[src/rtl/lcd_scan_pkg.sv]
package lcd_scan_pkg;
    typedef enum logic [1:0] {
        RATE_8  = 2'd0,
        RATE_16 = 2'd1,
        RATE_24 = 2'd2,
        RATE_32 = 2'd3
    } rate_t;

    typedef enum logic [1:0] {
        DISP_BLANK   = 2'd0,
        DISP_ON      = 2'd1,
        DISP_NORMAL  = 2'd2,
        DISP_INVERSE = 2'd3
    } disp_t;

    typedef enum logic [1:0] {
        ST_FETCH   = 2'd0,
        ST_CAPTURE = 2'd1,
        ST_HOLD    = 2'd2
    } scan_st_t;
endpackage

[src/rtl/lcd_clk_div.sv]
module lcd_clk_div
    import lcd_scan_pkg::*;
#(
    parameter int DIV_STD = 6,
    parameter int DIV_ALT = 8
) (
    input  logic  clk,
    input  logic  rst_n,
    input  rate_t rate,
    output logic  tick,
    output logic  cas_clk
);
    localparam int DIV_MAX = (DIV_ALT > DIV_STD) ? DIV_ALT : DIV_STD;
    localparam int CW      = $clog2(DIV_MAX);

    logic [CW-1:0] cnt_q;
    logic [CW-1:0] cnt_nxt;
    logic [CW-1:0] lim_m1;
    logic [CW:0]   half;

    always_comb begin
        if (rate == RATE_24) begin
            lim_m1 = CW'(DIV_ALT - 1);
            half   = (CW+1)'(DIV_ALT / 2);
        end else begin
            lim_m1 = CW'(DIV_STD - 1);
            half   = (CW+1)'(DIV_STD / 2);
        end
        tick    = (cnt_q >= lim_m1);
        cnt_nxt = tick ? '0 : cnt_q + 1'b1;
    end

    always_ff @(posedge clk or negedge rst_n) begin
        if (!rst_n) begin
            cnt_q   <= '0;
            cas_clk <= 1'b1;
        end else begin
            cnt_q   <= cnt_nxt;
            cas_clk <= ({1'b0, cnt_nxt} < half);
        end
    end
endmodule

[src/rtl/lcd_role_map.sv]
module lcd_role_map
    import lcd_scan_pkg::*;
#(
    parameter int GRP_W   = 8,
    parameter int NUM_GRP = 5,
    parameter int ROW_W   = 5
) (
    input  rate_t                    rate,
    input  logic                     mixed,
    input  logic [ROW_W-1:0]         cur_row,
    input  logic                     row_valid,
    output logic [GRP_W*NUM_GRP-1:0] col_role,
    output logic [GRP_W*NUM_GRP-1:0] row_sel
);
    localparam int NUM_OUT = GRP_W * NUM_GRP;

    for (genvar k = 0; k < NUM_OUT; k++) begin : g_out
        localparam int GRP = k / GRP_W;
        localparam logic [ROW_W-1:0] M8  = ROW_W'(k % GRP_W);
        localparam logic [ROW_W-1:0] M16 = ROW_W'(k % (2 * GRP_W));
        localparam logic [ROW_W-1:0] M32 = ROW_W'(k % (4 * GRP_W));
        localparam logic [ROW_W-1:0] M24 = ROW_W'(k % (4 * GRP_W));
        logic is_row;
        logic hit;

        always_comb begin
            if (GRP == 0)
                is_row = 1'b1;
            else if (GRP >= NUM_GRP - 1)
                is_row = 1'b0;
            else
                is_row = !mixed || (GRP < int'(rate) + 1);

            unique case (rate)
                RATE_8:  hit = (cur_row == M8);
                RATE_16: hit = (cur_row == M16);
                RATE_24: hit = (k < 3 * GRP_W) && (cur_row == M24);
                RATE_32: hit = (cur_row == M32);
                default: hit = 1'b0;
            endcase
        end

        assign col_role[k] = !is_row;
        assign row_sel[k]  = is_row && hit && row_valid;
    end
endmodule

[src/rtl/lcd_scan_fsm.sv]
module lcd_scan_fsm
    import lcd_scan_pkg::*;
#(
    parameter int GRP_W     = 8,
    parameter int NUM_OUT   = 40,
    parameter int ROW_W     = 5,
    parameter int ROW_TICKS = 4,
    parameter int BANK_W    = 2
) (
    input  logic               clk,
    input  logic               rst_n,
    input  logic               tick,
    input  rate_t              rate,
    input  logic [BANK_W-1:0]  start_bank,
    input  disp_t              disp,
    input  logic [NUM_OUT-1:0] ram_rd_data,
    output logic               ram_rd_en,
    output logic [BANK_W-1:0]  ram_rd_bank,
    output logic [$clog2(GRP_W)-1:0] ram_rd_row,
    output logic [ROW_W-1:0]   cur_row,
    output logic               row_valid,
    output logic [NUM_OUT-1:0] col_shade,
    output logic               sync
);
    localparam int IN_W = $clog2(GRP_W);
    localparam int TCW  = $clog2(ROW_TICKS) + 1;

    scan_st_t           state_q, state_d;
    logic [TCW-1:0]     tick_cnt;
    logic [ROW_W-1:0]   row_ptr;
    logic [ROW_W-1:0]   last_row;
    logic [NUM_OUT-1:0] word_buf;
    logic               row_end;

    assign row_end  = tick && (tick_cnt == TCW'(ROW_TICKS - 1));
    assign last_row = ROW_W'((int'(rate) + 1) * GRP_W - 1);

    // state register
    always_ff @(posedge clk or negedge rst_n) begin
        if (!rst_n) state_q <= ST_FETCH;
        else        state_q <= state_d;
    end

    // transitions
    always_comb begin
        state_d = state_q;
        unique case (state_q)
            ST_FETCH:   state_d = ST_CAPTURE;
            ST_CAPTURE: state_d = ST_HOLD;
            ST_HOLD:    if (row_end) state_d = ST_FETCH;
            default:    state_d = ST_FETCH;
        endcase
    end

    // outputs of the state machine
    always_comb begin
        ram_rd_en   = (state_q == ST_FETCH);
        ram_rd_bank = row_ptr[ROW_W-1:IN_W] + start_bank;
        ram_rd_row  = row_ptr[IN_W-1:0];
    end

    // row sequencing and data path
    always_ff @(posedge clk or negedge rst_n) begin
        if (!rst_n) begin
            tick_cnt  <= '0;
            row_ptr   <= '0;
            cur_row   <= '0;
            row_valid <= 1'b0;
            sync      <= 1'b0;
            word_buf  <= '0;
            col_shade <= '0;
        end else begin
            if (state_q == ST_CAPTURE)
                word_buf <= ram_rd_data;
            if (tick)
                tick_cnt <= row_end ? '0 : tick_cnt + 1'b1;
            if (row_end) begin
                cur_row   <= row_ptr;
                row_ptr   <= (row_ptr >= last_row) ? '0 : row_ptr + 1'b1;
                row_valid <= 1'b1;
                sync      <= (row_ptr == '0);
                unique case (disp)
                    DISP_BLANK:   col_shade <= '0;
                    DISP_ON:      col_shade <= '1;
                    DISP_NORMAL:  col_shade <= word_buf;
                    DISP_INVERSE: col_shade <= ~word_buf;
                    default:      col_shade <= '0;
                endcase
            end else if (tick) begin
                sync <= 1'b0;
            end
        end
    end
endmodule

[src/rtl/lcd_scan_ctrl.sv]
module lcd_scan_ctrl
    import lcd_scan_pkg::*;
#(
    parameter int GRP_W     = 8,
    parameter int NUM_GRP   = 5,
    parameter int NUM_BANK  = 4,
    parameter int ROW_TICKS = 4,
    parameter int DIV_STD   = 6,
    parameter int DIV_ALT   = 8,
    localparam int NUM_OUT  = GRP_W * NUM_GRP,
    localparam int ROW_W    = $clog2(NUM_BANK * GRP_W),
    localparam int BANK_W   = $clog2(NUM_BANK),
    localparam int IN_W     = $clog2(GRP_W)
) (
    input  logic               clk,
    input  logic               rst_n,
    input  logic               cfg_wr,
    input  logic [1:0]         cfg_rate,
    input  logic               cfg_mixed,
    input  logic [BANK_W-1:0]  cfg_bank,
    input  logic [1:0]         cfg_disp,
    output logic               ram_rd_en,
    output logic [BANK_W-1:0]  ram_rd_bank,
    output logic [IN_W-1:0]    ram_rd_row,
    input  logic [NUM_OUT-1:0] ram_rd_data,
    output logic [NUM_OUT-1:0] row_sel,
    output logic [NUM_OUT-1:0] col_role,
    output logic [NUM_OUT-1:0] col_data,
    output logic               cas_clk,
    output logic               sync
);
    rate_t              rate_q;
    logic               mixed_q;
    logic [BANK_W-1:0]  bank_q;
    disp_t              disp_q;
    logic               tick;
    logic [ROW_W-1:0]   cur_row;
    logic               row_valid;
    logic [NUM_OUT-1:0] col_shade;

    always_ff @(posedge clk or negedge rst_n) begin
        if (!rst_n) begin
            rate_q  <= RATE_32;
            mixed_q <= 1'b0;
            bank_q  <= '0;
            disp_q  <= DISP_BLANK;
        end else if (cfg_wr) begin
            rate_q  <= rate_t'(cfg_rate);
            mixed_q <= cfg_mixed;
            bank_q  <= cfg_bank;
            disp_q  <= disp_t'(cfg_disp);
        end
    end

    lcd_clk_div #(.DIV_STD(DIV_STD), .DIV_ALT(DIV_ALT)) u_div (
        .clk     (clk),
        .rst_n   (rst_n),
        .rate    (rate_q),
        .tick    (tick),
        .cas_clk (cas_clk)
    );

    lcd_scan_fsm #(
        .GRP_W(GRP_W), .NUM_OUT(NUM_OUT), .ROW_W(ROW_W),
        .ROW_TICKS(ROW_TICKS), .BANK_W(BANK_W)
    ) u_fsm (
        .clk         (clk),
        .rst_n       (rst_n),
        .tick        (tick),
        .rate        (rate_q),
        .start_bank  (bank_q),
        .disp        (disp_q),
        .ram_rd_data (ram_rd_data),
        .ram_rd_en   (ram_rd_en),
        .ram_rd_bank (ram_rd_bank),
        .ram_rd_row  (ram_rd_row),
        .cur_row     (cur_row),
        .row_valid   (row_valid),
        .col_shade   (col_shade),
        .sync        (sync)
    );

    lcd_role_map #(.GRP_W(GRP_W), .NUM_GRP(NUM_GRP), .ROW_W(ROW_W)) u_map (
        .rate      (rate_q),
        .mixed     (mixed_q),
        .cur_row   (cur_row),
        .row_valid (row_valid),
        .col_role  (col_role),
        .row_sel   (row_sel)
    );

    // a column output drops its data as soon as its role turns to row
    assign col_data = col_shade & col_role;
endmodule

[config.mk]
export PLATFORM = sky130hd
export DESIGN_NAME = lcd_scan_ctrl
export DESIGN_NICKNAME = d
export VERILOG_FILES = /design/src/rtl/lcd_scan_pkg.sv /design/src/rtl/lcd_clk_div.sv /design/src/rtl/lcd_role_map.sv /design/src/rtl/lcd_scan_fsm.sv /design/src/rtl/lcd_scan_ctrl.sv
export SDC_FILE = /design/constraint.sdc
export NUM_CORES = 1
export LEC_CHECK = 0
export BUFFER_PORTS_ARGS = -buffer_cell sky130_fd_sc_hd__buf_2
export CORE_MARGIN = 10
export CORE_UTILIZATION = 55
export DETAILED_ROUTE_END_ITERATION = 8
export PLACE_DENSITY = 0.87
export SYNTH_ARGS = -nofsm -noshare
export SYNTH_HDL_FRONTEND = slang
export SYNTH_SLANG_ARGS = --single-unit
[constraint.sdc]
create_clock -name clk -period 5 [get_ports clk]
set_input_delay 0 -clock clk [delete_from_list [all_inputs] [get_ports clk]]
set_output_delay 0 -clock clk [all_outputs]
set_load 0.02 [all_outputs]
==> impl_metrics.csv <==
group,metric,value,unit
power,p_leak,3.09,nW
grt,grt_pass1_wl,20100,um
critical_path,critPathRequiredTime,5.00,ns
synthesis,yosysTopAreaCell,"dfrtp_1",
cts,numCtsBuffers,9,
synthesis,ys.flop_type,"dfrtp_1",
synthesis,async_flop_share,100,%
placement,hpwlAfterDp,8830,um
cts,htreeDepth,3,
synthesis,yosysSeqAreaShare,44.8,%
cells_and_area,regArea,2310,um2
sta,max_freq,377,MHz
placement,placed_cell_area,5490,um2
placement,gp_congestion,0.814,
floorplanning,fp.dieH,117,um
floorplanning,rows,35,
cells_and_area,design_area,6130,um2
worst_hold_path,hp-class,"input pin to flop",
cts,cts_max_path_buffers,2,
sta,timing.final.crit_share,53.0,%
cts,clkLatencyLatePin,0.36,ns
critical_path,cp.arrival,2.65,ns
synthesis,netlist_instances,522,
routing,initialDrtViolationCount,216,
critical_path,cp_max_fo,17,
critical_path,crit_buf_inv,1,
critical_path,crit_slowest_cell,"nor2b_1",
cts,cts_tree,"done",
cts,root_buffer,"clkbuf_8",
sta,fin_skew,0.0151,ns
placement,buffer_ports.inserted,137,
sta,relSlewSlack,12.7,%
sta,rsz0062_at_grt,"no",
grt,antenna_found_initial,0,
synthesis,synthesis.area,5150,um2
grt,grt_use_total,18.9,%
critical_path,end_kind,"primary output",
synthesis,yosysMostFrequentCell,"dfrtp_1",
synthesis,synth_area_leaders,"dfrtp_1 43%, mux2_2 9.6%, buf_4 9.5%",
synthesis,synth.ff_latch_count,92,
floorplanning,fp.dieW,117,um
floorplanning,start_util,56.0,%
outcome,status,"finished, final reports clean",
routing,viasPerCell,5.09,
routing,ant_nets,0,
sta,worst_pin_slew,1.31,ns
cts,cts_setup_buffers,0,
routing,num_vias,3917,
cts,cts.sinks,92,
routing,routedWlPerCell,17.0,um
synthesis,yosysUniqueCellTypes,40,
flow_run,max_cap_violations,0,
cells_and_area,multi_input_area,2320,um2
floorplanning,fp.dieArea,13600,um2
grt,grt_max_degree,93,
critical_path,critPathLaunchType,"flop",
synthesis,yosysWarnings,0,
cells_and_area,nets,719,
routing,finalWirelength,13100,um
cts,clkSlewWorstSetupHoldPaths,0.08,ns
synthesis,synth_edf_count,0,
cells_and_area,diodes,0,
synthesis,synth_top_area_share,43.2,%
synthesis,synthTopCellsByCount,"89 x dfrtp_1, 72 x nor2_1, 65 x buf_4, 48 x nand2_1, 44 x mux2_2",
cells_and_area,area_growth,19.0,%
sta,slew_viol_final,0,
cells_and_area,fill_cells,698,
critical_path,crit_path_cell_trace,"ha_1, nor2b_1, a221oi_1, nand4_1, nor2_1, buf_2",
routing,first_pass_iters,4,
critical_path,cp_top_family,"simple AND/OR/NAND/NOR gates",
sta,setup_viol,0,
critical_path,cpPeakStageDelay,1.00,ns
power,power_per_cell_area,521,nW/um2
grt,overflow,0,
floorplanning,core,9200,um2
sta,fin_setup_tns,0,ns
floorplanning,io-pin-count,178,
sta,hold_viol,0,
cells_and_area,drive_above_1_share,32.5,%
synthesis,syn_avg_cell_area,9.87,um2
sta,fin_crit,2.65,ns
critical_path,critPathKind,"flop to primary output",
power,peakVddDrop,0.385,mV
grt,grt_pass1_vias,4011,
routing,post-route-drc-count,0,
[layout make-up]
class	count	area share, %
Sequential cell	92	37.6
Timing Repair Buffer	180	18.2
Multi-Input combinational cell	362	37.8
Inverter	8	0.490
Clock inverter	7	1.61
Tap cell	111	2.26
Clock buffer	9	2.02
[power by group]
part / total, mW / switching (mW) / internal, mW
combinational: 1.32 / 0.739 / 0.578
clock: 0.556 / 0.272 / 0.284
sequential: 1.32 / 0.239 / 1.08
total: 3.19 / 1.25 / 1.94
[sequential cells by signal, indices dropped and copies added, names as in the netlist, 2 cells and up]
| signal | cells |
|---|---|
| u_fsm.word_buf | 32 |
| u_fsm.cur_row | 5 |
| disp_q | 2 |
| rate_q | 2 |
| u_div.cnt_q | 3 |
| u_fsm.col_shade | 32 |
| u_fsm.tick_cnt | 3 |
| u_fsm.row_ptr | 5 |
| bank_q | 2 |
| u_fsm.state_q | 2 |
[cell usage in the layout (no fill, tap or decap), types with 2 or more instances in the layout]
cell type and count:
conb_1 32, buf_2 136, nand2_1 48, and2_1 18
nor2_1 72, nand4b_1 3, buf_4 2, and3_1 10
mux2_2 44, o21ai_4 2, o21ai_0 8, a22o_2 4
nand2b_1 8, clkinv_4 2, dfrtp_1 88, xnor2_1 3
dlygate4sd3_1 42, o21a_1 2, nand3_1 3, xor2_1 32
bufinv_16 2, a21oi_1 37, nor2b_1 6, dfstp_2 3
ha_1 16, clkbuf_8 9, inv_1 8
[worst register-to-register path: cells and delay by family, from the launching register on]
family,cells,cell delay (ns)
AOI/OAI and AO/OA,3,0.71
xor gates and xnor gates,1,0.21
adders and majority gates,1,0.27
buffers and inverters,2,0.69
DFF,1,0.57
[path summary, 6_finish.rpt]
| path | start | endpoint | depth (start not counted) | slack [ns] |
|---|---|---|---|---|
| worst max-delay path | rate_q[0]$_DFFE_PN1P_ | row_sel[31] | 6 | 2.35 |
| worst min-delay path | cfg_wr | rate_q[0]$_DFFE_PN1P_ | 2 | 0.04 |
| worst max register to register | rate_q[0]$_DFFE_PN1P_ | u_fsm.row_ptr[4]$_DFFE_PN0P_ | 7 | 2.44 |
| worst min register to register | u_fsm.state_q[0]$_DFFE_PN0P_ | u_fsm.state_q[0]$_DFFE_PN0P_ | 1 | 0.48 |
| max in group asynchronous | rst_n | disp_q[0]$_DFFE_PN0P_ | 2 | 3.82 |
| min in group asynchronous | rst_n | u_fsm.word_buf[33]$_DFFE_PN0N_ | 2 | 0.40 |
[kinds of logic (layout without fill, tap and decap cells)]
family,Yosys count,after routing,share of synthesized area [%]
AOI/OAI and AO/OA,58,58,6.70
xor gates and xnor gates,36,36,6.27
adders and majority gates,16,16,3.89
buffers and inverters,98,204,12.7
DFF,92,92,44.8
muxes,45,45,9.91
other,2,32,0.146
and+or+nand+nor,175,175,15.6
[metrics by stage]
| stage | total power, mW | utilization [%] | hold WS, ns | setup slack [ns] | instances |
|---|---|---|---|---|---|
| CTS | 3.20 | 66.7 | 0.00602 | 2.43 | 769 |
| global route | 3.43 | 66.7 | 0.0212 | 2.20 | 769 |
| floorplan | 2.35 | - | -0.296 | 2.84 | 552 |
| detailed placement | 2.61 | 59.7 | 0.237 | 2.47 | 711 |
| finish | 3.19 | 66.7 | 0.0366 | 2.35 | 769 |
| global placement | 2.52 | 59.7 | 0.232 | 2.58 | 711 |
[metal layers]
layer | routed length (um) | up-vias | GRT usage (%)
met2 | 6720 | 151 | 34.7
met4 | 379 | 0 | 8.90
li1 | - | 1860 | -
met1 | 4720 | 1877 | 19.3
met5 | 0 | - | 0
met3 | 1250 | 29 | 5.35
[repair_timing]
action	4_1_cts	5_1_grt
endpoints found under the hold margin	128	0
hold buffers	42	0
resized for setup	0	0
Power figures use the tool's default switching activity.
